===== src/rtl/tai_pkg.sv =====
// Package: shared register offsets, interrupt bit positions and the
// register-select type of the prescaled timer / interrupt block.
// Assumes byte offsets that fit in the port address width.
package tai_pkg;

    localparam int OFS_TIMER  = 'h10;
    localparam int OFS_ALARM  = 'h14;
    localparam int OFS_STATUS = 'h38;
    localparam int OFS_ENABLE = 'h3C;

    localparam int BIT_ALARM  = 0;
    localparam int BIT_POWER  = 11;
    localparam int BIT_RESET  = 17;

    localparam int NUM_BTN    = 2;

    typedef enum logic [2:0] {
        SEL_NONE,
        SEL_TIMER,
        SEL_ALARM,
        SEL_STATUS,
        SEL_ENABLE
    } reg_sel_e;

    // Interrupt bit position for button index i (0 = reset, 1 = power).
    function automatic int btn_bit(input int i);
        return (i == 0) ? BIT_RESET : BIT_POWER;
    endfunction

endpackage


===== src/rtl/tai_prescaled_timer.sv =====
// Module: prescaler plus free-running count.
// The count advances once every PRESCALE clocks. A load writes the count
// and restarts the prescaler. tick_o marks the clock edge where the count
// will increment. Assumes PRESCALE >= 2.
module tai_prescaled_timer #(
    parameter int DATA_W   = 32,
    parameter int PRESCALE = 128
) (
    input  logic              clk,
    input  logic              rst_n,
    input  logic              load_i,
    input  logic [DATA_W-1:0] load_val_i,
    output logic [DATA_W-1:0] count_o,
    output logic              tick_o
);
    localparam int PRE_W = (PRESCALE > 2) ? $clog2(PRESCALE) : 1;
    localparam logic [PRE_W-1:0] PRE_LAST = PRE_W'(PRESCALE - 1);

    logic [PRE_W-1:0]  pre_q;
    logic [DATA_W-1:0] count_q;

    // Tick when the prescaler is at its last state and no load overrides it.
    always_comb begin
        tick_o = (pre_q == PRE_LAST) && !load_i;
    end

    // Prescaler divider: restart on load or on wrap.
    always_ff @(posedge clk) begin
        if (!rst_n) begin
            pre_q <= '0;
        end else if (load_i || (pre_q == PRE_LAST)) begin
            pre_q <= '0;
        end else begin
            pre_q <= pre_q + PRE_W'(1);
        end
    end

    // Count register: load wins over tick.
    always_ff @(posedge clk) begin
        if (!rst_n) begin
            count_q <= '0;
        end else if (load_i) begin
            count_q <= load_val_i;
        end else if (tick_o) begin
            count_q <= count_q + DATA_W'(1);
        end
    end

    assign count_o = count_q;

endmodule


===== src/rtl/tai_alarm_match.sv =====
// Module: alarm compare register and step-onto-match detector.
// hit_o pulses only on a tick whose next count equals the alarm, so a
// direct load or a count that stays equal never fires it again.
// Assumes tick_i is a one-clock pulse from the timer.
module tai_alarm_match #(
    parameter int DATA_W = 32
) (
    input  logic              clk,
    input  logic              rst_n,
    input  logic              wr_i,
    input  logic [DATA_W-1:0] wdata_i,
    input  logic              tick_i,
    input  logic [DATA_W-1:0] count_i,
    output logic [DATA_W-1:0] alarm_o,
    output logic              hit_o
);
    logic [DATA_W-1:0] alarm_q;
    logic [DATA_W-1:0] next_count;

    // Value the count takes after this tick (wraps naturally).
    always_comb begin
        next_count = count_i + DATA_W'(1);
        hit_o      = tick_i && (next_count == alarm_q);
    end

    // Alarm compare register, written by software.
    always_ff @(posedge clk) begin
        if (!rst_n) begin
            alarm_q <= '0;
        end else if (wr_i) begin
            alarm_q <= wdata_i;
        end
    end

    assign alarm_o = alarm_q;

endmodule


===== src/rtl/tai_edge_sync.sv =====
// Module: synchroniser chain and rising-edge detector for one
// asynchronous level. rise_o is high for one clock per low-to-high
// transition. Assumes STAGES >= 2.
module tai_edge_sync #(
    parameter int STAGES = 2
) (
    input  logic clk,
    input  logic rst_n,
    input  logic async_i,
    output logic rise_o
);
    logic [STAGES-1:0] sync_q;
    logic              prev_q;

    // Shift the level through the synchroniser and keep the last sample.
    always_ff @(posedge clk) begin
        if (!rst_n) begin
            sync_q <= '0;
            prev_q <= 1'b0;
        end else begin
            sync_q <= {sync_q[STAGES-2:0], async_i};
            prev_q <= sync_q[STAGES-1];
        end
    end

    // Edge: synchronised level high now, low one clock ago.
    always_comb begin
        rise_o = sync_q[STAGES-1] && !prev_q;
    end

endmodule


===== src/rtl/tai_irq_regs.sv =====
// Module: write-one-to-clear status latch, enable mask and combined
// request. A set from a source in the same clock as a clear wins.
// Assumes set_i carries one-clock event pulses.
module tai_irq_regs #(
    parameter int DATA_W = 32
) (
    input  logic              clk,
    input  logic              rst_n,
    input  logic [DATA_W-1:0] set_i,
    input  logic              clr_wr_i,
    input  logic              en_wr_i,
    input  logic [DATA_W-1:0] wdata_i,
    output logic [DATA_W-1:0] status_o,
    output logic [DATA_W-1:0] enable_o,
    output logic              irq_o
);
    logic [DATA_W-1:0] status_q;
    logic [DATA_W-1:0] enable_q;
    logic [DATA_W-1:0] clr_mask;

    // Clear mask is the written data on a status write, otherwise empty.
    always_comb begin
        clr_mask = clr_wr_i ? wdata_i : '0;
    end

    // Status latch: clear first, then OR in new events so sets win.
    always_ff @(posedge clk) begin
        if (!rst_n) begin
            status_q <= '0;
        end else begin
            status_q <= (status_q & ~clr_mask) | set_i;
        end
    end

    // Enable mask register, written by software.
    always_ff @(posedge clk) begin
        if (!rst_n) begin
            enable_q <= '0;
        end else if (en_wr_i) begin
            enable_q <= wdata_i;
        end
    end

    // Combined request: any latched and enabled bit.
    always_comb begin
        irq_o = |(status_q & enable_q);
    end

    assign status_o = status_q;
    assign enable_o = enable_q;

endmodule


===== src/rtl/tick_alarm_irq.sv =====
// Module: top of the prescaled timer, alarm and interrupt latch.
// Decodes the register port, routes the alarm hit and the button edges
// into fixed status bits, and muxes the read data. Assumes the register
// offsets in tai_pkg fit in ADDR_W bits and the bit positions in DATA_W.
module tick_alarm_irq #(
    parameter int DATA_W      = 32,
    parameter int ADDR_W      = 8,
    parameter int PRESCALE    = 128,
    parameter int SYNC_STAGES = 2
) (
    input  logic              clk,
    input  logic              rst_n,
    input  logic              bus_wr_i,
    input  logic [ADDR_W-1:0] bus_addr_i,
    input  logic [DATA_W-1:0] bus_wdata_i,
    output logic [DATA_W-1:0] bus_rdata_o,
    input  logic              btn_reset_i,
    input  logic              btn_power_i,
    output logic              irq_o
);
    import tai_pkg::*;

    localparam logic [ADDR_W-1:0] A_TIMER  = ADDR_W'(OFS_TIMER);
    localparam logic [ADDR_W-1:0] A_ALARM  = ADDR_W'(OFS_ALARM);
    localparam logic [ADDR_W-1:0] A_STATUS = ADDR_W'(OFS_STATUS);
    localparam logic [ADDR_W-1:0] A_ENABLE = ADDR_W'(OFS_ENABLE);

    reg_sel_e          sel;
    logic              timer_load;
    logic              alarm_wr;
    logic              clr_wr;
    logic              en_wr;
    logic [DATA_W-1:0] timer_val;
    logic [DATA_W-1:0] alarm_val;
    logic [DATA_W-1:0] status_val;
    logic [DATA_W-1:0] enable_val;
    logic              tick;
    logic              alarm_hit;
    logic [NUM_BTN-1:0] btn_level;
    logic [NUM_BTN-1:0] btn_rise;
    logic [DATA_W-1:0] set_vec;

    // Address decode into a register select.
    always_comb begin
        unique case (bus_addr_i)
            A_TIMER:  sel = SEL_TIMER;
            A_ALARM:  sel = SEL_ALARM;
            A_STATUS: sel = SEL_STATUS;
            A_ENABLE: sel = SEL_ENABLE;
            default:  sel = SEL_NONE;
        endcase
    end

    // Per-register write strobes.
    always_comb begin
        timer_load = bus_wr_i && (sel == SEL_TIMER);
        alarm_wr   = bus_wr_i && (sel == SEL_ALARM);
        clr_wr     = bus_wr_i && (sel == SEL_STATUS);
        en_wr      = bus_wr_i && (sel == SEL_ENABLE);
    end

    tai_prescaled_timer #(
        .DATA_W   (DATA_W),
        .PRESCALE (PRESCALE)
    ) timer_i (
        .clk        (clk),
        .rst_n      (rst_n),
        .load_i     (timer_load),
        .load_val_i (bus_wdata_i),
        .count_o    (timer_val),
        .tick_o     (tick)
    );

    tai_alarm_match #(
        .DATA_W (DATA_W)
    ) alarm_i (
        .clk     (clk),
        .rst_n   (rst_n),
        .wr_i    (alarm_wr),
        .wdata_i (bus_wdata_i),
        .tick_i  (tick),
        .count_i (timer_val),
        .alarm_o (alarm_val),
        .hit_o   (alarm_hit)
    );

    assign btn_level = {btn_power_i, btn_reset_i};

    // One synchroniser and edge detector per button input.
    for (genvar g = 0; g < NUM_BTN; g++) begin : g_btn
        tai_edge_sync #(
            .STAGES (SYNC_STAGES)
        ) sync_i (
            .clk     (clk),
            .rst_n   (rst_n),
            .async_i (btn_level[g]),
            .rise_o  (btn_rise[g])
        );
    end

    // Route event pulses onto their fixed status bit positions.
    always_comb begin
        set_vec = '0;
        set_vec[BIT_ALARM] = alarm_hit;
        for (int i = 0; i < NUM_BTN; i++) begin
            set_vec[btn_bit(i)] = set_vec[btn_bit(i)] | btn_rise[i];
        end
    end

    tai_irq_regs #(
        .DATA_W (DATA_W)
    ) irq_i (
        .clk      (clk),
        .rst_n    (rst_n),
        .set_i    (set_vec),
        .clr_wr_i (clr_wr),
        .en_wr_i  (en_wr),
        .wdata_i  (bus_wdata_i),
        .status_o (status_val),
        .enable_o (enable_val),
        .irq_o    (irq_o)
    );

    // Read data mux; unmapped offsets read zero.
    always_comb begin
        unique case (sel)
            SEL_TIMER:  bus_rdata_o = timer_val;
            SEL_ALARM:  bus_rdata_o = alarm_val;
            SEL_STATUS: bus_rdata_o = status_val;
            SEL_ENABLE: bus_rdata_o = enable_val;
            default:    bus_rdata_o = '0;
        endcase
    end

endmodule


===== config.mk =====
export PLATFORM = sky130hd
export DESIGN_NAME = tick_alarm_irq
export DESIGN_NICKNAME = d
export VERILOG_FILES = /design/src/rtl/tai_pkg.sv /design/src/rtl/tai_prescaled_timer.sv /design/src/rtl/tai_alarm_match.sv /design/src/rtl/tai_edge_sync.sv /design/src/rtl/tai_irq_regs.sv /design/src/rtl/tick_alarm_irq.sv
export SDC_FILE = /design/constraint.sdc
export NUM_CORES = 1
export LEC_CHECK = 0
export BUFFER_PORTS_ARGS = -buffer_cell sky130_fd_sc_hd__buf_2
export CAP_MARGIN = 25
export CORE_MARGIN = 10
export CORE_UTILIZATION = 60
export CTS_CLUSTER_DIAMETER = 150
export CTS_CLUSTER_SIZE = 8
export DETAILED_ROUTE_END_ITERATION = 12
export GPL_ROUTABILITY_DRIVEN = 0
export PLACE_DENSITY_LB_ADDON = 0.3
export SKIP_CTS_REPAIR_TIMING = 1
export SLEW_MARGIN = 20
export SYNTH_ARGS = -nofsm -noshare
export SYNTH_HDL_FRONTEND = slang
export SYNTH_HIERARCHICAL = 1
export SYNTH_SLANG_ARGS = --single-unit

===== constraint.sdc =====
create_clock -name clk -period 3 [get_ports clk]
set_input_delay 0.3 -clock clk [delete_from_list [all_inputs] [get_ports clk]]
set_output_delay 0.3 -clock clk [all_outputs]
set_load 0.1 [all_outputs]

==> flow_summary.toml <==
[setup_path]
cp.required_ps = 3360
crit_chain = "nand4_2, nor4_2, and2_1, mux2_2, a211oi_1, o2111ai_1, nor4_1, a21oi_1, nor2b_1"
endpoint_kind = "flop"
cp_max_fo = 11
crit_path_top_delay_cell = "dfxtp_1"
critical_path_class = "reg2reg"
critPathMaxStageDelay_ps = 540
critPathLaunchType = "flop"
reg2reg_slack_ps = 370
crit_arrival_ps = 3000

[die]
die-area_um2 = 19490
io-pin-count = 78
start_util_pct = 61.61
core_area_um2 = 13930
die_x_um = 139.6
fp-row-count = 43
dieHeight_um = 139.6

[route]
drt_iter0_markers = 894
vias = 7791
wl_per_cell_um = 20.68
route.detailed.drc = 0
ant_nets = 0
routed_wl_mm = 25.83
via_per_inst = 6.238
firstDrtPassIters = 8

[clocking]
cts-root-buf = "clkbuf_16"
clock-sinks = 141
numCtsBuffers = 17
ctsHtreeMaxLevel = 4
cts_tree = "built"
clk_pin_slew_ps = 60
insertion_delay_ps = 440
cts_max_path_buffers = 2

[logic_synthesis]
synth_top_area_share_pct = 32.88
ys.flop_type = "dfxtp_1"
synth_area_leader_cell = "dfxtp_1"
syn_inst = 966
synth_edf_count = 0
synth.distinct_cells = 67
syn_area_um2 = 8584
synth-seq-cells = 141
async_flop_share_pct = 0
ys_warn_count = 6
ys_seq_area_share_pct = 32.88
synth.avg_cell_area_um2 = 8.887
synth.area.top_cells = "dfxtp_1, mux2i_1, nor2b_1"

[pwr]
p_total_w = 0.004400
ir_drop_v = 0.0003997
power_density_nw_per_um2 = 449.0
p_leak_nw = 3.556

[sta]
hold_viol_final = 0
fin_setup_tns_ps = 0
fin_crit_sh_pct = 87.79
rsz0062_at_grt = "no"
period_needed_ps = 2634
setup_violations = 0
worst_pin_slew_ps = 629.2
clock.fmax_ghz = 0.3797
finClkSkew_ps = 13.28
final-max-slew-violation-count = 0
slew_headroom_pct = 58.05

[global_routing]
grt_max_degree = 56
grt_pass1_wl_mm = 40.38
grt-ovfl-total = 0
antenna_found_initial = 0
grt.total_usage_pct = 25.51
grt_pass1_vias = 7271

[place]
dp_hpwl_mm = 18.54
dp_cells = 1217
io_buffers = 77

[run_status]
status = "complete, no violations"

[layout]
final_common_cell = "dfxtp_1"
most-common-layout-cells = "dfxtp_1, mux2i_1, nor2b_1"
antennaDiodeCount = 0
num-nets-final = 1104
final_cell_count_no_fill = 1249
nFillCells = 1081
area_growth_pct = 14.15
drive_above_1_share_pct = 18.15

[worst_hold_path]
hold_path_class = "in2reg"

[flow_run]
drv_cap = 0
## routing by layer
metal | part of all wire [%] | GRT usage [%]
met1 | 42 | 32.52
met2 | 46 | 39.88
met3 | 8.5 | 6.465
met4 | 3.7 | 11.03
met5 | 0 | 0
## worst paths after layout
kind | from | endpoint | cells past startpoint
hold / removal | btn_reset_i | g_btn[0].sync_i/sync_q[0] | 2
setup / recovery | timer_i/count_o[12] | irq_i/status_o[0] | 9
hold reg to reg | g_btn[1].sync_i/sync_q[0] | g_btn[1].sync_i/sync_q[1] | 1
setup reg to reg | timer_i/count_o[12] | irq_i/status_o[0] | 9
## stage by stage
stage	utilization [%]	area [µm²]	hold WS, ps	setup slack [ps]
floorplan	-	8690	405.7	425.4
global placement	66.13	9215	408.3	497.6
detailed placement	66.13	9215	410.7	429.9
CTS	70.32	9799	61.05	414.5
global route	70.32	9799	73.02	90.18
finish	70.32	9799	67.99	366.2
## report_power, final
part	internal, W	switching (W)
sequential	0.00192	0.0000558
combinational	0.000135	0.000188
clock	0.00120	0.000900
## layout make-up
cell class	instances	area [µm²]	share of cell area (%)
multi-input cells	788	5522	56.35
clock buffers	19	452.9	4.622
flip-flops and latches	141	2823	28.80
repair buffers	104	630.6	6.435
well taps	180	225.2	2.298
inverters	4	15.01	0.1532
clock inverters	13	131.4	1.341
## worst max-delay path, delay by kind of cell, from the launching register on
family	cells	cell delay, ps
mux	1	340
compound gates	3	440
simple gates	5	1240
flops	1	540
## synth_stat cells, types with 24 or more instances
master,instances
nor2_1,24
o22a_1,32
nor2b_1,98
o21ai_0,34
a21oi_1,45
xnor2_1,26
dfxtp_1,141
xor2_1,27
nand2_1,66
clkbuf_1,35
mux2i_1,130
nor2_2,30
nand3_1,28
## flip-flops by register name, indices dropped and copies added, names as in the netlist
| signal | cells |
|---|---|
| alarm_i/alarm_o | 32 |
| g_btn.sync_i/prev_q | 2 |
| g_btn.sync_i/sync_q | 4 |
| irq_i/enable_o | 32 |
| irq_i/status_o | 32 |
| timer_i/count_o | 32 |
| timer_i/pre_q | 7 |
## kinds of logic after synthesis
logic type	Yosys count	share of synthesized area [%]
AND/OR/NAND/NOR	384	26.94
adder cells (fa/ha/maj)	3	0.4373
XOR/XNOR	53	5.407
AO/OA/AOI/OAI	188	14.75
buffers and inverters	65	4.256
multiplexers	131	15.29
other	1	0.04368
flip-flops	141	32.88
Note: power is estimated with default switching activity, not from simulation.
